File: src/rtl/ssr_pkg.sv
package ssr_pkg;

   typedef enum logic [2:0] {
      ERR_NONE = 3'd0,
      ERR_SYS  = 3'd1,
      ERR_IFC  = 3'd2,
      ERR_ANG  = 3'd3,
      ERR_CRC  = 3'd4
   } err_e;

   typedef enum logic [2:0] {F_IDLE, F_CMD, F_TURN, F_RD, F_END} fstate_e;

   typedef enum logic [1:0] {T_IDLE, T_ANGLE, T_CLEAR} tstate_e;

   // CRC over a 32-bit stream, MSB first, inverted at the end
   function automatic logic [7:0] crc8_stream(input logic [31:0] bits,
                                              input logic [7:0]  poly,
                                              input logic [7:0]  seed);
      logic [7:0] c;
      logic       fb;
      c = seed;
      for (int i = 31; i >= 0; i--) begin
         fb = c[7] ^ bits[i];
         c  = {c[6:0], 1'b0};
         if (fb) c = c ^ poly;
      end
      return ~c;
   endfunction

endpackage

File: src/rtl/ssr_clkdiv.sv
module ssr_clkdiv #(
   parameter int HALF_DIV = 4
) (
   input  logic clk,
   input  logic rst_n,
   input  logic en,
   output logic tick
);
   localparam int CW = $clog2(HALF_DIV);
   localparam logic [CW-1:0] LAST = CW'(HALF_DIV - 1);

   logic [CW-1:0] cnt;

   always_ff @(posedge clk or negedge rst_n) begin
      if (!rst_n)          cnt <= '0;
      else if (!en)        cnt <= '0;
      else if (cnt == LAST) cnt <= '0;
      else                 cnt <= cnt + 1'b1;
   end

   assign tick = en && (cnt == LAST);
endmodule

File: src/rtl/ssr_frame.sv
module ssr_frame import ssr_pkg::*; #(
   parameter int WORD_W = 16
) (
   input  logic                  clk,
   input  logic                  rst_n,
   input  logic                  tick,
   input  logic                  start,
   input  logic [WORD_W-1:0]     cmd,
   input  logic                  sdio_i,
   output logic                  busy,
   output logic                  done,
   output logic [2*WORD_W-1:0]   rx_word,
   output logic                  sclk,
   output logic                  csn,
   output logic                  sdo,
   output logic                  oe
);
   localparam int BW = $clog2(2 * WORD_W);
   localparam logic [BW-1:0] LAST_CMD = BW'(WORD_W - 1);
   localparam logic [BW-1:0] LAST_RD  = BW'(2 * WORD_W - 1);

   fstate_e             st;
   logic [WORD_W-1:0]   sh;
   logic [BW-1:0]       bitc;
   logic                tflag;

   always_ff @(posedge clk or negedge rst_n) begin
      if (!rst_n) begin
         st      <= F_IDLE;
         sh      <= '0;
         rx_word <= '0;
         bitc    <= '0;
         tflag   <= 1'b0;
         sclk    <= 1'b0;
         csn     <= 1'b1;
         oe      <= 1'b0;
         done    <= 1'b0;
      end else begin
         done <= 1'b0;
         case (st)
            F_IDLE: if (start) begin
               st   <= F_CMD;
               sh   <= cmd;
               oe   <= 1'b1;
               csn  <= 1'b0;
               bitc <= '0;
            end
            F_CMD: if (tick) begin
               if (!sclk) sclk <= 1'b1;
               else begin
                  sclk <= 1'b0;
                  if (bitc == LAST_CMD) begin
                     oe    <= 1'b0;
                     tflag <= 1'b0;
                     st    <= F_TURN;
                  end else begin
                     bitc <= bitc + 1'b1;
                     sh   <= {sh[WORD_W-2:0], 1'b0};
                  end
               end
            end
            F_TURN: if (tick) begin
               if (tflag) begin
                  st   <= F_RD;
                  bitc <= '0;
               end else tflag <= 1'b1;
            end
            F_RD: if (tick) begin
               if (!sclk) begin
                  sclk    <= 1'b1;
                  rx_word <= {rx_word[2*WORD_W-2:0], sdio_i};
               end else begin
                  sclk <= 1'b0;
                  if (bitc == LAST_RD) st <= F_END;
                  else                 bitc <= bitc + 1'b1;
               end
            end
            F_END: if (tick) begin
               csn  <= 1'b1;
               done <= 1'b1;
               st   <= F_IDLE;
            end
            default: st <= F_IDLE;
         endcase
      end
   end

   assign busy = (st != F_IDLE);
   assign sdo  = oe & sh[WORD_W-1];
endmodule

File: src/rtl/ssr_safety_chk.sv
module ssr_safety_chk import ssr_pkg::*; #(
   parameter logic [7:0] CRC_POLY = 8'h1D,
   parameter logic [7:0] CRC_SEED = 8'hFF
) (
   input  logic [15:0] cmd,
   input  logic [15:0] data,
   input  logic [2:0]  flags_n,   // {system, interface, angle}, active low
   input  logic [7:0]  crc_rx,
   output err_e        code
);
   logic [7:0] crc_calc;

   assign crc_calc = crc8_stream({cmd, data}, CRC_POLY, CRC_SEED);

   always_comb begin
      if (!flags_n[2])              code = ERR_SYS;
      else if (!flags_n[1])         code = ERR_IFC;
      else if (!flags_n[0])         code = ERR_ANG;
      else if (crc_calc != crc_rx)  code = ERR_CRC;
      else                          code = ERR_NONE;
   end
endmodule

File: src/rtl/ssr_angle_reader.sv
module ssr_angle_reader import ssr_pkg::*; #(
   parameter int         HALF_DIV   = 4,
   parameter int         CNT_W      = 16,
   parameter int         ANGLE_REG  = 2,
   parameter int         STATUS_REG = 0,
   parameter bit         AUTO_CLEAR = 1'b1,
   parameter logic [7:0] CRC_POLY   = 8'h1D,
   parameter logic [7:0] CRC_SEED   = 8'hFF
) (
   input  logic             clk,
   input  logic             rst_n,
   input  logic             req_i,
   input  logic             sdio_i,
   output logic             sclk_o,
   output logic             csn_o,
   output logic             sdio_o,
   output logic             sdio_oe_o,
   output logic             busy_o,
   output logic             done_o,
   output logic [2:0]       err_code_o,
   output logic [14:0]      angle_o,
   output logic [CNT_W-1:0] err_cnt_o
);
   localparam int WORD_W = 16;
   localparam int ANGLE_W = 15;
   localparam logic [CNT_W-1:0] CNT_MAX = '1;
   localparam logic [WORD_W-1:0] CMD_ANGLE  = {1'b1, 4'b0000, 1'b0, 6'(ANGLE_REG), 4'd1};
   localparam logic [WORD_W-1:0] CMD_STATUS = {1'b1, 4'b0000, 1'b0, 6'(STATUS_REG), 4'd1};

   // elaboration-time parameter checks
   if (HALF_DIV < 2) begin : g_bad_div
      $error("HALF_DIV must be at least 2");
   end
   if (CNT_W < 1) begin : g_bad_cnt
      $error("CNT_W must be at least 1");
   end
   if (ANGLE_REG < 0 || ANGLE_REG > 63 || STATUS_REG < 0 || STATUS_REG > 63) begin : g_bad_addr
      $error("register addresses must fit in 6 bits");
   end

   logic                  tick, f_busy, f_done, f_start;
   logic [2*WORD_W-1:0]   rx;
   logic [WORD_W-1:0]     cmd_q;
   err_e                  chk_code, pend_q, err_q, code_fin;
   tstate_e               st;
   logic                  need_clr, fin;
   logic [ANGLE_W-1:0]    angle_q;
   logic [CNT_W-1:0]      cnt_q;
   logic                  done_q;
   logic                  unused_sw;

   ssr_clkdiv #(.HALF_DIV(HALF_DIV)) u_div (
      .clk(clk), .rst_n(rst_n), .en(f_busy), .tick(tick)
   );

   ssr_frame #(.WORD_W(WORD_W)) u_frame (
      .clk(clk), .rst_n(rst_n), .tick(tick), .start(f_start), .cmd(cmd_q),
      .sdio_i(sdio_i), .busy(f_busy), .done(f_done), .rx_word(rx),
      .sclk(sclk_o), .csn(csn_o), .sdo(sdio_o), .oe(sdio_oe_o)
   );

   ssr_safety_chk #(.CRC_POLY(CRC_POLY), .CRC_SEED(CRC_SEED)) u_safe (
      .cmd(cmd_q), .data(rx[31:16]), .flags_n(rx[14:12]), .crc_rx(rx[7:0]),
      .code(chk_code)
   );

   // reset indication and sensor number are not used by this block
   assign unused_sw = ^{rx[15], rx[11:8]};

   if (AUTO_CLEAR) begin : g_clear
      assign need_clr = (chk_code != ERR_NONE) && (chk_code != ERR_CRC);
   end else begin : g_noclear
      assign need_clr = 1'b0;
   end

   always_comb begin
      code_fin = (st == T_ANGLE) ? chk_code : pend_q;
      fin      = f_done && ((st == T_CLEAR) || (st == T_ANGLE && !need_clr));
   end

   always_ff @(posedge clk or negedge rst_n) begin
      if (!rst_n) begin
         st      <= T_IDLE;
         f_start <= 1'b0;
         cmd_q   <= '0;
         pend_q  <= ERR_NONE;
         err_q   <= ERR_NONE;
         angle_q <= '0;
         cnt_q   <= '0;
         done_q  <= 1'b0;
      end else begin
         f_start <= 1'b0;
         done_q  <= 1'b0;
         case (st)
            T_IDLE: if (req_i) begin
               cmd_q   <= CMD_ANGLE;
               f_start <= 1'b1;
               st      <= T_ANGLE;
            end
            T_ANGLE: if (f_done) begin
               pend_q <= chk_code;
               if (chk_code == ERR_NONE) angle_q <= rx[31:16+WORD_W-ANGLE_W-1+1-1+1-1];
               if (need_clr) begin
                  cmd_q   <= CMD_STATUS;
                  f_start <= 1'b1;
                  st      <= T_CLEAR;
               end
            end
            T_CLEAR: ;
            default: st <= T_IDLE;
         endcase
         if (fin) begin
            err_q  <= code_fin;
            done_q <= 1'b1;
            st     <= T_IDLE;
            if (code_fin != ERR_NONE && cnt_q != CNT_MAX) cnt_q <= cnt_q + 1'b1;
         end
      end
   end

   assign busy_o     = (st != T_IDLE);
   assign done_o     = done_q;
   assign err_code_o = err_q;
   assign angle_o    = angle_q;
   assign err_cnt_o  = cnt_q;
endmodule

File: config.mk
export PLATFORM = sky130hd
export DESIGN_NAME = ssr_angle_reader
export DESIGN_NICKNAME = d
export VERILOG_FILES = /design/src/rtl/ssr_pkg.sv /design/src/rtl/ssr_clkdiv.sv /design/src/rtl/ssr_frame.sv /design/src/rtl/ssr_safety_chk.sv /design/src/rtl/ssr_angle_reader.sv
export SDC_FILE = /design/constraint.sdc
export NUM_CORES = 1
export LEC_CHECK = 0
export BUFFER_PORTS_ARGS = -buffer_cell sky130_fd_sc_hd__buf_2
export CORE_MARGIN = 4
export CORE_UTILIZATION = 25
export CTS_BUF_LIST = sky130_fd_sc_hd__clkbuf_2 sky130_fd_sc_hd__clkbuf_4 sky130_fd_sc_hd__clkbuf_8
export DETAILED_ROUTE_END_ITERATION = 8
export GPL_TIMING_DRIVEN = 0
export SLEW_MARGIN = 25
export SYNTH_ARGS = -nofsm -noshare
export SYNTH_HDL_FRONTEND = slang
export SYNTH_SLANG_ARGS = --single-unit
File: constraint.sdc
create_clock -name clk -period 3.5 [get_ports clk]
set_clock_uncertainty 0.15 [all_clocks]
set_input_delay 0.35 -clock clk [delete_from_list [all_inputs] [get_ports clk]]
set_output_delay 0.35 -clock clk [all_outputs]
set_load 0.005 [all_outputs]
==> results of run 1 <==
-- state kept, by name, indices dropped and copies added, names as in the netlist, 3 cells and up --
name and count:
angle_o 15, err_cnt_o 16, err_code_o 3, pend_q 3, u_frame.bitc 5, u_frame.rx_word 32
u_frame.sh 16, u_frame.st 3
-- worst max-delay path by stage --
stage	startpoint	to	slack, ps	cells after the start
2_1_floorplan	u_frame.rx_word[28]	angle_o[14]	3	10
3_3_place_gp	u_frame.rx_word[28]	angle_o[6]	-520	11
3_5_place_dp	u_frame.rx_word[28]	angle_o[9]	-550	11
4_1_cts	u_frame.rx_word[25]	angle_o[11]	10	10
5_1_grt	u_frame.rx_word[21]	angle_o[12]	-2	10
6_report	u_frame.rx_word[22]	angle_o[13]	100	10
-- where the power goes --
part	total (mW)	internal (mW)	switching, mW
clock	0.741	0.273	0.468
sequential	1.23	1.23	0.00183
combinational	0.0759	0.0302	0.0457
-- Yosys cell counts (all sizes together), types with 9 or more instances --
| library cell | number | area (µm²) |
|---|---|---|
| and3 | 10 | 62.6 |
| a21oi | 10 | 53.8 |
| xnor3 | 10 | 234 |
| o21ai | 27 | 135 |
| xnor2 | 42 | 394 |
| nand3 | 18 | 95.1 |
| xor2 | 10 | 95.1 |
| clkbuf | 16 | 70.1 |
| nand2 | 54 | 203 |
| nor2 | 22 | 82.6 |
| mux2 | 50 | 601 |
| dfrtp | 105 | 2630 |
| nor3 | 9 | 50.1 |
-- logic make-up (layout without fill, tap and decap cells) --
logic type,after synthesis,after routing,share of synthesized area
compound gates,57,57,0.0673
xor+xnor,68,68,0.158
fa+ha+maj,5,5,0.0114
buf+inv,28,112,0.0254
flops,106,106,0.482
mux,53,53,0.115
simple gates,154,154,0.141
-- worst max-delay path, cell delays in order, from the launching register on --
cell      delay [ps]
dfrtp_2          460
xnor2_2          250
xor3_2           410
xnor3_2          480
or3_4            410
a21oi_4          190
nor3_4            60
a311oi_4         250
buf_6            180
buf_6            130
mux2_2           330
-- layer usage --
metal / track usage / vias up / part of all wire
met3: 0.0188 / 18 / 0.026
li1: - / 1806 / -
met1: 0.133 / 1812 / 0.48
met4: 0.0446 / 0 / 0.025
met5: 0 / - / 0
met2: 0.158 / 40 / 0.47
-- through the flow --
step	std cells	total power, mW	util	setup WS [ps]
3_3_place_gp	794	1.31	0.280	-523
6_report	835	2.04	0.307	100
5_1_grt	835	2.14	0.307	-2.09
4_1_cts	831	2.09	0.304	10.6
2_1_floorplan	471	1.28	-	3.37
3_5_place_dp	795	1.32	0.281	-554
-- layout make-up --
type,count,area share
Buffer,20,0.0189
Clock buffer,9,0.0186
Clock inverter,7,0.00956
Inverter,7,0.00394
Multi-Input combinational cell,337,0.427
Sequential cell,106,0.399
Tap cell,280,0.0525
Timing Repair Buffer,69,0.0705
-- what timing repair did --
action / 4_1_cts / 5_1_grt
hold endpoints to repair: 60 / 0
pin swaps: 17 / 6
buffers inserted: 19 / 4
setup endpoints to repair: 26 / 26
gates resized for setup: 31 / 8
hold buffers: 1 / 0
cloned: 1 / 0
==> results.md, run 1 <==
* Outcome: complete, no violations
* DIE HEIGHT at 156 µm
* Routed len/inst at 13.7 µm
* Leading cell types in the layout, fill and taps excluded: dfrtp_1, nand2_1, buf_2, mux2_2, xnor2_1
* Clk Tree Root Cell: clkbuf_8
* Setup TNS at 0 ps
* GPL Wtd Cong at 0.800
* Reg2reg end: angle_o[13]
* Die footprint at 24,500 µm²
* Tot GR Track Use at 0.0997
* Hpwl dp at 7930 µm
* Die W at 156 µm
* Area occupied by multi-input gates at 2850 µm²
* Min-Delay Endpoint: u_frame.rx_word[0]
* Internal reg-to-reg setup slack at 100 ps
* Clock tree buffer depth at 2
* VDD IR max at 0.000140 V
* Routed WL at 11,400 µm
* Pwr dens at 306 nW/µm²
* Clock Pin Slew Worst Setup and Hold Paths at 120 ps
* Synthesis-stage register bit count at 106
* Post-synthesis cell count at 471
* Avg Cell Area, Syn at 11.7 µm²
* Syn. warnings at 0
* Ys flop type: dfrtp_1
* Antenna-violating nets left at 0
* Filler cells at 2,212
* HP Class: input pin to flip-flop
* Worst Path Required at 3640 ps
* Final Cell Area at 6680 µm²
* Hold Path Stages at 2
* P_leak at 3.16 nW
* Layout Nets at 559
* Crit-path max FO at 7
* Vias in the first global route at 3,788
* Type of the worst setup path: flip-flop to flip-flop
* I/O Pins at 44
* Relative slew slack at 0.475
* Worst skew pair latency at 380 ps
* Hold Vio Cnt, Final at 0
* Cell area after synthesis at 5510 µm²
* Syn Nets at 480
* Layout cells sized above 1 at 0.328
* Vias per cell at 4.40
* Seq/Total Area, Yosys at 0.482
* Final Cycle Share at 0.971
* Global-route wire length before repair at 19,700 µm
* Slew @ Worst Pin at 782 ps
* Ant diodes at 0
* DRT iter0 DRCs at 182
* First-pass DRT Iterations at 6
* FF+latch area at 2660 µm²
* Synth cell types at 65
* Via count at 3,676
* Placement Cell Area at 6120 µm²
* Largest net degree at the start of global routing at 63
* # clock sinks at 106
* Capturing element type of the critical path: flip-flop
* Max-slew violation count at 0
* Cell depth of the worst flop-to-flop path at 10
* Worst Hold Launch: sdio_i
* Worst Path Arrival at 3530 ps
* Startpoint types: flip-flop
* CTS Buf Count at 9
* Setup violators final at 0
* Reg-to-Reg Start: u_frame.rx_word[22]
* Maximum operating frequency at 294 MHz
* IO Port Bufs at 43
* H-tree depth at 3
* Hold Slack at 75.3 ps
* Number of synthesized flops with an enable pin at 0
* CTS tree: yes
* Placeable Area at 21,800 µm²
* Most common cell after layout, fill and taps aside: dfrtp_1
* Remaining Overflow, GRT at 0
* Syn-to-layout area delta at 21.2%
* Async S/R FF share, synth at 1.00
* Number of antenna violations at the first check in global routing at 0
* Row count at 54
* Initial core utilization at 0.253
* Max-cap viol count at 0
* Remaining DRCs at 0
* Fin crit period at 3400 ps
Note: power is estimated with default switching activity, not from simulation.
==> inputs of run 2 (changes only) <==
- clock period: 3.5 -> 3.8 ns (I/O delays scaled with it)
==> run 2 against run 1 <==
Net effect:
- maximum frequency is 7.7% lower
- wire length is 6.0% lower
- power down 8.0%
- worst setup slack better by 18 ps
- clock power down 7.3%
- largest power group unchanged
==> results.md, run 2 (synthesis results as in run 1) <==
* Type of the worst setup path: flip-flop to flip-flop
* Ant diodes at 0 (unchanged)
* CTS tree: yes
* Row count at 54 (unchanged)
* DRT iter0 DRCs at 150 (-18%)
* Max-cap viol count at 0 (unchanged)
* Vias in the first global route at 3,391 (-10%)
* Clock Pin Slew Worst Setup and Hold Paths at 110 ps (about the same)
* Crit-path max FO at 4 (-3)
* I/O Pins at 44 (unchanged)
* Remaining Overflow, GRT at 0 (unchanged)
* Worst Path Required at 3940 ps (+300 ps)
* Most common cell after layout, fill and taps aside: dfrtp_1
* Setup violators final at 0 (unchanged)
* IO Port Bufs at 43 (unchanged)
* Antenna-violating nets left at 0 (unchanged)
* Syn-to-layout area delta at 16.0%
* Vias per cell at 4.31 (-2.1%)
* Hold Vio Cnt, Final at 0 (unchanged)
* Global-route wire length before repair at 17,800 µm (-9.9%)
* Placeable Area at 21,800 µm² (unchanged)
* Inst Count DP at 795 (unchanged)
* Max FFs per register at 32 (unchanged)
* DIE HEIGHT at 156 µm (unchanged)
* Via count at 3,527 (-4.1%)
* VDD IR max at 0.000136 V (-2.8%)
* Worst skew pair latency at 390 ps (about the same)
* Largest net degree at the start of global routing at 61 (-3.2%)
* Initial core utilization at 0.253 (unchanged)
* H-tree depth at 3 (unchanged)
* Number of antenna violations at the first check in global routing at 0 (unchanged)
* Tot GR Track Use at 0.0913 (-0.00847)
* Clk Tree Root Cell: clkbuf_8
* Most flops, register: u_frame.rx_word
* Filler cells at 2,241 (+1.3%)
* Hpwl dp at 7710 µm (-2.8%)
* Relative slew slack at 0.471 (-0.00386)
* Slew @ Worst Pin at 788 ps (+5.75 ps)
* Final Util at 0.293 (-0.0133)
* Fin crit period at 3680 ps (+282 ps)
* RSZ-0062 raised after global routing: false
* Remaining DRCs at 0 (unchanged)
* Routed len/inst at 13.1 µm (-4.0%)
* CTS Buf Count at 9 (unchanged)
* Clock tree buffer depth at 2 (unchanged)
* Startpoint types: flip-flop
* Die footprint at 24,500 µm² (unchanged)
* Capturing element type of the critical path: flip-flop
* Max-slew violation count at 0 (unchanged)
* GPL Wtd Cong at 0.813 (+1.7%)
* Worst Path Arrival at 3820 ps (+290 ps)
* Maximum operating frequency at 272 MHz (-7.7%)
* Final Cycle Share at 0.969 (-0.00235)
* P_leak at 3.04 nW (-4.0%)
* Layout cells sized above 1 at 0.271 (-0.0566)
* # clock sinks at 106 (unchanged)
* Die W at 156 µm (unchanged)
* Layout Nets at 542 (-3.0%)
* Fin cells at 818 (-2.0%)
* Leading cell types in the layout, fill and taps excluded: dfrtp_1, nand2_1, buf_2, mux2_2, xnor2_1
* Outcome: complete, no violations
* Routed WL at 10,700 µm (-6.0%)
* HP Class: input pin to flip-flop
* Pwr dens at 294 nW/µm² (-3.9%)
* First-pass DRT Iterations at 4 (-2)
## run 2: cell type report
cell class	count	area, µm²	area share
timing repair buffer	51	304	0.0476
multi-input combinational	337	2740	0.429
buffer	21	121	0.0190
clock inverter	4	32.5	0.00510
clock buffer	12	159	0.0249
tap	280	350	0.0549
inverter	7	26.3	0.00412
sequential	106	2650	0.416
## run 2: path summary, 6_finish.rpt
path,start,endpoint,slack [ps],cells after the start
setup reg to reg,u_frame.rx_word[31],angle_o[10],120,9
max in group asynchronous,rst_n,u_frame.st[0],2510,3
setup / recovery,u_frame.rx_word[31],angle_o[10],120,9
min in group asynchronous,rst_n,angle_o[11],310,2
hold / removal,sdio_i,u_frame.rx_word[0],120,2
hold reg to reg,u_div.cnt[0],u_div.cnt[0],300,1
## run 2: metrics by stage
stage	area [µm²]	setup WS, ps	power (mW)	setup TNS (ps)	hold WS, ps
6_report	6380	118	1.88	0	119
5_1_grt	6380	19.5	1.97	0	111
3_3_place_gp	6070	-263	1.21	-3090	278
2_1_floorplan	5510	300	1.18	0	-65.6
3_5_place_dp	6110	-264	1.21	-3140	195
4_1_cts	6330	3.36	1.92	0	95.4
## run 2: power breakdown
group | switching (mW) | leakage [nW] | internal [mW]
Clock | 0.399 | 0.0983 | 0.288
Combinational | 0.0395 | 1.50 | 0.0238
Sequential | 0.00158 | 1.44 | 1.13
## run 2: worst max-delay path, cell delays in order, from the launching register on
cell and delay, ps:
dfrtp_1 470, xnor2_1 450, xor3_1 480, xnor2_1 210
or3_2 470, a311oi_1 320, nor3_1 140, a311oi_4 340
buf_4 220, mux2_2 330
## run 2: repair_timing
action | in CTS | in global routing
gates resized for setup | 3 | 6
hold buffers | 1 | 0
endpoints found under the hold margin | 45 | 0
pin swaps | 2 | 2
setup endpoints to repair | 15 | 26
cloned | 0 | 0
buffers inserted | 2 | 4
## run 2: layer usage
metal / up-vias / part of all wire / GRT usage
met3: 13 / 0.033 / 0.0241
met4: 0 / 0.018 / 0.0347
met1: 1724 / 0.47 / 0.119
met5: - / 0 / 0
li1: 1762 / - / -
met2: 28 / 0.48 / 0.146
